--- src/rtl/i2cc_pkg.sv ---
package i2cc_pkg;

   typedef enum logic [1:0] {
      RULE_ACK_ALL   = 2'd0,
      RULE_PROG_ALL  = 2'd1,
      RULE_PROG_WORD = 2'd2,
      RULE_PROG_LAST = 2'd3
   } ack_rule_e;

   function automatic ack_rule_e pick_rule(input logic smart, input logic word, input logic len_en);
      ack_rule_e r;
      if (word && len_en)      r = RULE_PROG_LAST;
      else if (word)           r = RULE_PROG_WORD;
      else if (smart)          r = RULE_ACK_ALL;
      else                     r = RULE_PROG_ALL;
      return r;
   endfunction

endpackage

--- src/rtl/i2cc_xfer_track.sv ---
module i2cc_xfer_track #(
   parameter int unsigned LEN_W      = 8,
   parameter int unsigned WORD_BYTES = 4,
   localparam int unsigned POS_W     = (WORD_BYTES > 1) ? $clog2(WORD_BYTES) : 1
) (
   input  logic             clk_i,
   input  logic             rst_ni,
   input  logic             addr_done_i,
   input  logic             stop_i,
   input  logic             host_reads_i,
   input  logic             byte_done_i,
   input  logic             host_nack_i,
   input  logic [LEN_W-1:0] len_count_i,
   output logic             active_o,
   output logic             rd_o,
   output logic [POS_W-1:0] pos_o,
   output logic             at_last_o,
   output logic             len_done_o
);

   localparam logic [LEN_W-1:0] CNT_MAX = '1;

   logic [LEN_W-1:0] cnt_q;
   logic             active_q;
   logic             rd_q;
   logic             end_xfer;

   initial begin
      assert (LEN_W >= 2) else $error("LEN_W must be at least 2");
      assert (WORD_BYTES >= 1) else $error("WORD_BYTES must be at least 1");
   end

   assign end_xfer = stop_i || (byte_done_i && active_q && rd_q && host_nack_i);

   always_ff @(posedge clk_i or negedge rst_ni) begin
      if (!rst_ni) begin
         active_q <= 1'b0;
         rd_q     <= 1'b0;
      end else if (addr_done_i) begin
         active_q <= 1'b1;
         rd_q     <= host_reads_i;
      end else if (end_xfer) begin
         active_q <= 1'b0;
      end
   end

   always_ff @(posedge clk_i or negedge rst_ni) begin
      if (!rst_ni)                                   cnt_q <= '0;
      else if (addr_done_i)                          cnt_q <= '0;
      else if (byte_done_i && active_q && cnt_q != CNT_MAX) cnt_q <= cnt_q + 1'b1;
   end

   generate
      if (WORD_BYTES == 1) begin : g_no_pos
         assign pos_o = '0;
      end else begin : g_pos
         localparam logic [POS_W-1:0] POS_LAST = POS_W'(WORD_BYTES - 1);
         logic [POS_W-1:0] pos_q;
         always_ff @(posedge clk_i or negedge rst_ni) begin
            if (!rst_ni)                        pos_q <= '0;
            else if (addr_done_i)               pos_q <= '0;
            else if (byte_done_i && active_q)   pos_q <= (pos_q == POS_LAST) ? '0 : pos_q + 1'b1;
         end
         assign pos_o = pos_q;
      end
   endgenerate

   logic [LEN_W:0] cnt_next;
   assign cnt_next   = {1'b0, cnt_q} + 1'b1;
   assign at_last_o  = (cnt_next == {1'b0, len_count_i});
   assign len_done_o = (cnt_q >= len_count_i);
   assign active_o   = active_q;
   assign rd_o       = rd_q;


   pos_reset_chk: assert property (@(posedge clk_i) disable iff (!rst_ni)
      addr_done_i |=> (pos_o == '0) && (cnt_q == '0));


   nack_end_chk: assert property (@(posedge clk_i) disable iff (!rst_ni)
      (byte_done_i && active_q && rd_q && host_nack_i && !addr_done_i) |=> !active_q);

endmodule

--- src/rtl/i2cc_ack_policy.sv ---
module i2cc_ack_policy
   import i2cc_pkg::*;
#(
   parameter int unsigned WORD_BYTES = 4,
   localparam int unsigned POS_W     = (WORD_BYTES > 1) ? $clog2(WORD_BYTES) : 1
) (
   input  logic             clk_i,
   input  logic             rst_ni,
   input  logic             active_i,
   input  logic             rd_i,
   input  logic             byte_done_i,
   input  logic             smart_en_i,
   input  logic             word_mode_i,
   input  logic             len_en_i,
   input  logic             ack_action_i,
   input  logic [POS_W-1:0] pos_i,
   input  logic             at_last_i,
   output logic             ack_valid_o,
   output logic             ack_nack_o
);

   localparam logic [POS_W-1:0] POS_LAST = POS_W'(WORD_BYTES - 1);

   ack_rule_e rule;
   logic      nack_d;
   logic      take;

   assign rule = pick_rule(smart_en_i, word_mode_i, len_en_i);
   assign take = byte_done_i && active_i && !rd_i;

   always_comb begin
      unique case (rule)
         RULE_ACK_ALL:   nack_d = 1'b0;
         RULE_PROG_ALL:  nack_d = ack_action_i;
         RULE_PROG_WORD: nack_d = (pos_i == POS_LAST) ? ack_action_i : 1'b0;
         RULE_PROG_LAST: nack_d = at_last_i ? ack_action_i : 1'b0;
         default:        nack_d = 1'b0;
      endcase
   end

   always_ff @(posedge clk_i or negedge rst_ni) begin
      if (!rst_ni) begin
         ack_valid_o <= 1'b0;
         ack_nack_o  <= 1'b0;
      end else begin
         ack_valid_o <= take;
         ack_nack_o  <= take ? nack_d : 1'b0;
      end
   end


   nack_needs_action_chk: assert property (@(posedge clk_i) disable iff (!rst_ni)
      (ack_valid_o && ack_nack_o) |-> $past(ack_action_i));


   smart_ack_chk: assert property (@(posedge clk_i) disable iff (!rst_ni)
      (ack_valid_o && $past(smart_en_i && !word_mode_i)) |-> !ack_nack_o);


   no_read_ack_chk: assert property (@(posedge clk_i) disable iff (!rst_ni)
      ack_valid_o |-> $past(byte_done_i && !rd_i));

endmodule

--- src/rtl/i2cc_stretch_flags.sv ---
module i2cc_stretch_flags #(
   parameter int unsigned LVL_W = 5
) (
   input  logic             clk_i,
   input  logic             rst_ni,
   input  logic             active_i,
   input  logic             rd_i,
   input  logic             len_ctl_i,
   input  logic             len_done_i,
   input  logic             rx_full_i,
   input  logic [LVL_W-1:0] rx_level_i,
   input  logic [LVL_W-1:0] rx_thresh_i,
   input  logic             tx_empty_i,
   input  logic [LVL_W-1:0] tx_level_i,
   input  logic [LVL_W-1:0] tx_thresh_i,
   output logic             stretch_o,
   output logic             data_ready_o,
   output logic             rx_flag_o,
   output logic             tx_flag_o
);

   logic len_reached;
   logic hold_rd;
   logic hold_wr;

   assign len_reached = len_ctl_i && len_done_i;
   assign hold_rd     = active_i && rd_i && tx_empty_i && !len_reached;
   assign hold_wr     = active_i && !rd_i && rx_full_i;

   always_ff @(posedge clk_i or negedge rst_ni) begin
      if (!rst_ni) begin
         stretch_o    <= 1'b0;
         data_ready_o <= 1'b0;
         rx_flag_o    <= 1'b0;
         tx_flag_o    <= 1'b0;
      end else begin
         stretch_o    <= hold_rd || hold_wr;
         data_ready_o <= active_i && (rd_i ? (tx_empty_i && stretch_o) : rx_full_i);
         rx_flag_o    <= active_i && !rd_i && ((rx_level_i >= rx_thresh_i) || len_reached);
         tx_flag_o    <= active_i && rd_i && (tx_empty_i || (tx_level_i <= tx_thresh_i));
      end
   end


   idle_quiet_chk: assert property (@(posedge clk_i) disable iff (!rst_ni)
      !active_i |=> !stretch_o && !rx_flag_o && !tx_flag_o);


   stretch_src_chk: assert property (@(posedge clk_i) disable iff (!rst_ni)
      (stretch_o && !$past(rd_i)) |-> $past(rx_full_i));


   len_release_chk: assert property (@(posedge clk_i) disable iff (!rst_ni)
      (active_i && rd_i && len_ctl_i && len_done_i) |=> !stretch_o);

endmodule

--- src/rtl/i2cc_fifo_ackctl.sv ---
module i2cc_fifo_ackctl
   import i2cc_pkg::*;
#(
   parameter int unsigned FIFO_DEPTH = 16,
   parameter int unsigned LEN_W      = 8,
   parameter int unsigned WORD_BYTES = 4,
   localparam int unsigned LVL_W     = $clog2(FIFO_DEPTH + 1)
) (
   input  logic             clk_i,
   input  logic             rst_ni,
   input  logic             addr_done_i,
   input  logic             stop_i,
   input  logic             host_reads_i,
   input  logic             smart_en_i,
   input  logic             word_mode_i,
   input  logic             len_en_i,
   input  logic [LEN_W-1:0] len_count_i,
   input  logic             ack_action_i,
   input  logic             byte_done_i,
   input  logic             host_nack_i,
   input  logic             rx_full_i,
   input  logic [LVL_W-1:0] rx_level_i,
   input  logic [LVL_W-1:0] rx_thresh_i,
   input  logic             tx_empty_i,
   input  logic [LVL_W-1:0] tx_level_i,
   input  logic [LVL_W-1:0] tx_thresh_i,
   output logic             stretch_o,
   output logic             ack_valid_o,
   output logic             ack_nack_o,
   output logic             addr_match_o,
   output logic             data_ready_o,
   output logic             rx_flag_o,
   output logic             tx_flag_o
);

   localparam int unsigned POS_W = (WORD_BYTES > 1) ? $clog2(WORD_BYTES) : 1;

   initial begin
      assert (FIFO_DEPTH >= 2) else $error("FIFO_DEPTH must be at least 2");
   end

   logic             active;
   logic             rd;
   logic [POS_W-1:0] pos;
   logic             at_last;
   logic             len_done;

   always_ff @(posedge clk_i or negedge rst_ni) begin
      if (!rst_ni) addr_match_o <= 1'b0;
      else         addr_match_o <= addr_done_i;
   end

   i2cc_xfer_track #(.LEN_W(LEN_W), .WORD_BYTES(WORD_BYTES)) u_track (
      .clk_i        (clk_i),
      .rst_ni       (rst_ni),
      .addr_done_i  (addr_done_i),
      .stop_i       (stop_i),
      .host_reads_i (host_reads_i),
      .byte_done_i  (byte_done_i),
      .host_nack_i  (host_nack_i),
      .len_count_i  (len_count_i),
      .active_o     (active),
      .rd_o         (rd),
      .pos_o        (pos),
      .at_last_o    (at_last),
      .len_done_o   (len_done)
   );

   i2cc_ack_policy #(.WORD_BYTES(WORD_BYTES)) u_policy (
      .clk_i        (clk_i),
      .rst_ni       (rst_ni),
      .active_i     (active),
      .rd_i         (rd),
      .byte_done_i  (byte_done_i),
      .smart_en_i   (smart_en_i),
      .word_mode_i  (word_mode_i),
      .len_en_i     (len_en_i),
      .ack_action_i (ack_action_i),
      .pos_i        (pos),
      .at_last_i    (at_last),
      .ack_valid_o  (ack_valid_o),
      .ack_nack_o   (ack_nack_o)
   );

   i2cc_stretch_flags #(.LVL_W(LVL_W)) u_flags (
      .clk_i        (clk_i),
      .rst_ni       (rst_ni),
      .active_i     (active),
      .rd_i         (rd),
      .len_ctl_i    (word_mode_i && len_en_i),
      .len_done_i   (len_done),
      .rx_full_i    (rx_full_i),
      .rx_level_i   (rx_level_i),
      .rx_thresh_i  (rx_thresh_i),
      .tx_empty_i   (tx_empty_i),
      .tx_level_i   (tx_level_i),
      .tx_thresh_i  (tx_thresh_i),
      .stretch_o    (stretch_o),
      .data_ready_o (data_ready_o),
      .rx_flag_o    (rx_flag_o),
      .tx_flag_o    (tx_flag_o)
   );


   addr_flag_chk: assert property (@(posedge clk_i) disable iff (!rst_ni)
      addr_done_i |=> addr_match_o);


   drdy_write_chk: assert property (@(posedge clk_i) disable iff (!rst_ni)
      (data_ready_o && !$past(rd)) |-> $past(rx_full_i));

endmodule

--- config.mk ---
export PLATFORM = sky130hd
export DESIGN_NAME = i2cc_fifo_ackctl
export DESIGN_NICKNAME = d
export VERILOG_FILES = /design/src/rtl/i2cc_pkg.sv /design/src/rtl/i2cc_xfer_track.sv /design/src/rtl/i2cc_ack_policy.sv /design/src/rtl/i2cc_stretch_flags.sv /design/src/rtl/i2cc_fifo_ackctl.sv
export SDC_FILE = /design/constraint.sdc
export NUM_CORES = 1
export LEC_CHECK = 0
export BUFFER_PORTS_ARGS = -buffer_cell sky130_fd_sc_hd__buf_4
export CAP_MARGIN = 25
export CORE_ASPECT_RATIO = 1.2
export CORE_MARGIN = 4
export CORE_UTILIZATION = 45
export DETAILED_ROUTE_END_ITERATION = 12
export PLACE_DENSITY = 0.79
export SLEW_MARGIN = 20
export SYNTH_ARGS = -nofsm -noshare
export SYNTH_HDL_FRONTEND = slang
export SYNTH_SLANG_ARGS = --single-unit
--- constraint.sdc ---
create_clock -name clk_i -period 3.9 [get_ports clk_i]
set_input_delay 0.39 -clock clk_i [delete_from_list [all_inputs] [get_ports clk_i]]
set_output_delay 0.39 -clock clk_i [all_outputs]
set_load 0.02 [all_outputs]
==> impl_metrics.env <==
export IMPL_status="finished clean"
export IMPL_detail_route_antenna_nets=0
export IMPL_max_slew_worst_pin_slew_ns=0.5552
export IMPL_synth_fp_nets=231
export IMPL_whs_ns=0.2969
export IMPL_relSlewSlack_pct=62.40
export IMPL_drc_errors=0
export IMPL_crit_required_ns=4.10
export IMPL_grt_pass1_vias=1362
export IMPL_clkSinkCount=19
export IMPL_finalPower_uw=440.5
export IMPL_timing_final_hold_violations=0
export IMPL_fillCellCount=295
export IMPL_initial_utilization_pct=47.59
export IMPL_p_per_area_mw_per_mm2=231.0
export IMPL_rows=22
export IMPL_cts_inserted_buffers=3
export IMPL_dr_total_vias=1346
export IMPL_synthCells=170
export IMPL_area_growth_syn_to_layout_pct=28.83
export IMPL_antennaDiodeCount=0
export IMPL_ctsResizeCount=0
export IMPL_p_leak_uw=0.0009862
export IMPL_hp_class="input port to flip-flop"
export IMPL_grt_ovfl_total=0
export IMPL_worst_skew_pair_late_latency_ns=0.30
export IMPL_cts_setup_buffers=0
export IMPL_switchingPower_uw=130.9
export IMPL_vdd_drop_max_v=0.0001432
export IMPL_root_buffer="clkbuf_4"
export IMPL_routed_via_density=5.258
export IMPL_path_clk_slew_ns=0.12
export IMPL_setup_tns_ns=0
export IMPL_drive_above_1_share_pct=26.36
export IMPL_min_delay_start="host_reads_i"
export IMPL_r2r_start="u_track.cnt_q[4]$_DFFE_PN0P_"
export IMPL_coreArea_mm2=0.003110
export IMPL_rsz0062_at_grt="no"
export IMPL_gp_congestion=0.7964
export IMPL_fp_dieArea_mm2=0.004275
export IMPL_maxCapViolations=0
export IMPL_p_clk_share_pct=23.6
export IMPL_ys_seq_area_share_pct=32.12
export IMPL_maxSlewViolCount=0
export IMPL_final_nets=282
export IMPL_final_util_pct=61.30
export IMPL_cp_arrival_ns=2.16
export IMPL_die_w_um=60.36
export IMPL_dr_pass1_iters=4
export IMPL_crit_path_start_kind="flip-flop"
export IMPL_setup_ws_ns=1.947
export IMPL_grt_pass1_wl_um=5796
export IMPL_place_hpwl_um=2838
export IMPL_ys_ff_latch=19
export IMPL_io_pins=48
export IMPL_final_setup_skew_ns=0.008702
export IMPL_wl_per_cell_um=13.21
export IMPL_post_route_period_util_pct=50.09
export IMPL_grt_usage_pct=17.25
export IMPL_yosysWarnings=0
export IMPL_grt_max_degree=20
export IMPL_setup_viol=0
export IMPL_fmax_ghz=0.5119
export IMPL_syn_area_mm2=0.001480
export IMPL_wl_um=3381
export IMPL_critPathLaunch="u_track.cnt_q[4]$_DFFE_PN0P_"
export IMPL_cts_tree="yes"
export IMPL_p_seq_share_pct=49.0
export IMPL_post_route_min_period_ns=1.953
export IMPL_combPwrFrac_pct=27.4
export IMPL_switching_share_pct=29.71
export IMPL_worstPathMaxFanout=8
export IMPL_die_h_um=70.83
export IMPL_drt_iter0_drc=34
export IMPL_grt_antenna_before_repair=0
export IMPL_path_class="flip-flop to flip-flop"
export IMPL_ys_types=37
export IMPL_endpoint_kind="flip-flop"
export IMPL_h_tree_depth=1
export IMPL_syn_area_per_cell_um2=8.707
export IMPL_dp_slack_ns=1.930
export IMPL_portBuffers=47
export IMPL_p_int_uw=309.6
export IMPL_clockBufferDepth=2
==> cell usage after synthesis, drive strengths merged <==
library cell / number / area (um^2)
a2111oi: 2 / 17.52
a211oi: 1 / 12.51
a21o: 2 / 15.01
a21oi: 13 / 65.06
a311o: 1 / 10.01
a31o: 1 / 8.760
a31oi: 2 / 12.51
a32o: 1 / 10.01
a41o: 1 / 10.01
and2: 1 / 6.260
and3: 2 / 13.77
buf: 1 / 5.000
clkbuf: 1 / 3.750
dfrtp: 19 / 475.5
ha: 20 / 250.2
inv: 21 / 78.83
nand2: 16 / 67.56
nand2b: 5 / 31.28
nand3: 8 / 45.04
nor2: 10 / 37.54
nor2b: 4 / 25.02
nor3: 5 / 25.02
nor4b: 1 / 8.760
o21a: 2 / 15.01
o21ai: 7 / 35.03
o22ai: 1 / 6.260
o311a: 1 / 10.01
o311ai: 1 / 8.760
or2b: 1 / 8.760
or3: 2 / 13.77
or4: 1 / 7.510
xnor2: 11 / 96.34
xor2: 5 / 43.79
==> state kept, by name, indices dropped and copies added (netlist names) <==
register	cells
addr_match_o	1
u_flags.data_ready_o	1
u_flags.rx_flag_o	1
u_flags.stretch_o	1
u_flags.tx_flag_o	1
u_policy.ack_nack_o	1
u_policy.ack_valid_o	1
u_track.active_o	1
u_track.cnt_q	8
u_track.pos_o	2
u_track.rd_o	1
==> path summary, 6_finish.rpt <==
path                                                      end  slack, ns  cells past startpoint
worst min register to register   u_track.pos_o[1]$_DFFE_PN0P_       0.54                      2
max in group asynchronous        u_track.pos_o[0]$_DFFE_PN0P_       3.22                      2
min in group asynchronous       u_policy.ack_nack_o$_DFF_PN0_       0.48                      2
worst max register to register    u_flags.rx_flag_o$_DFF_PN0_       1.95                      6
worst max-delay path              u_flags.rx_flag_o$_DFF_PN0_       1.95                      6
worst min-delay path                 u_track.rd_o$_DFFE_PN0P_       0.30                      3
==> per-layer routing <==
metal  GRT usage, %  up-vias  part of all wire, %
li1               -      684                    -
met4          6.158        0                  2.1
met2          29.81       52                   50
met1          20.82      604                   39
met3          3.102        6                  8.0
met5              0        -                    0
==> cells by family (layout without fill, tap and decap cells) <==
family | after synthesis | after routing | share of synthesized area (%)
XOR/XNOR | 16 | 16 | 9.467
AND/OR/NAND/NOR | 56 | 56 | 19.61
adder cells (fa/ha/maj) | 20 | 20 | 16.91
buffers and inverters | 23 | 73 | 5.917
AO/OA/AOI/OAI | 36 | 36 | 15.98
flip-flops | 19 | 19 | 32.12
==> repair_timing <==
item	CTS	global route
hold buffers	1	0
setup endpoints to repair	0	0
endpoints found under the hold margin	19	0
==> cell type report <==
type | instances | area [um^2] | share of cell area (%)
clock inverter | 1 | 5.005 | 0.2625
clock buffer | 3 | 22.52 | 1.181
inverter | 21 | 78.83 | 4.134
sequential | 19 | 475.5 | 24.93
timing repair buffer | 48 | 362.8 | 19.03
tap | 36 | 45.04 | 2.362
multi-input combinational | 128 | 917.1 | 48.10
==> worst max-delay path, cell delays in order (launching register included) <==
cell       delay, ns
dfrtp_1         0.51
ha_1            0.35
a21oi_1         0.16
nor2b_1         0.06
a2111oi_0       0.31
o21ai_0         0.21
a32o_1          0.25
==> cells in the final DEF, fill, tap and decap left out, types with 2 or more instances in the layout <==
| cell type | netlist | routed |
|---|---|---|
| o21a_1 | 2 | 2 |
| a31oi_1 | 2 | 2 |
| clkbuf_4 | 0 | 3 |
| dfrtp_1 | 19 | 19 |
| nor2_1 | 10 | 10 |
| xor2_1 | 5 | 5 |
| inv_1 | 21 | 21 |
| ha_1 | 20 | 20 |
| nand2_1 | 15 | 15 |
| xnor2_1 | 11 | 11 |
| nor2b_1 | 4 | 4 |
| a21o_1 | 2 | 2 |
| a21oi_1 | 13 | 13 |
| buf_4 | 0 | 47 |
| o21ai_0 | 7 | 7 |
| nand3_1 | 7 | 7 |
| a2111oi_0 | 2 | 2 |
| nand2b_1 | 5 | 5 |
| nor3_1 | 5 | 5 |
==> per-stage QoR <==
| stage | cells | instance area (um^2) |
|---|---|---|
| 2_1_floorplan | 170 | 1480 |
| 4_1_cts | 256 | 1907 |
| 3_3_place_gp | 251 | 1869 |
| 5_1_grt | 256 | 1907 |
| 3_5_place_dp | 251 | 1869 |
| 6_report | 256 | 1907 |
==> power by group through the flow <==
stage               sequential [uW]  clock [uW]  combinational, uW
CTS                             216         104                123
floorplan                       224           0               56.2
global placement                220           0                119
finish                          216         104                121
global route                    218         112                137
detailed placement              220           0                121
Power figures use the tool's default switching activity.
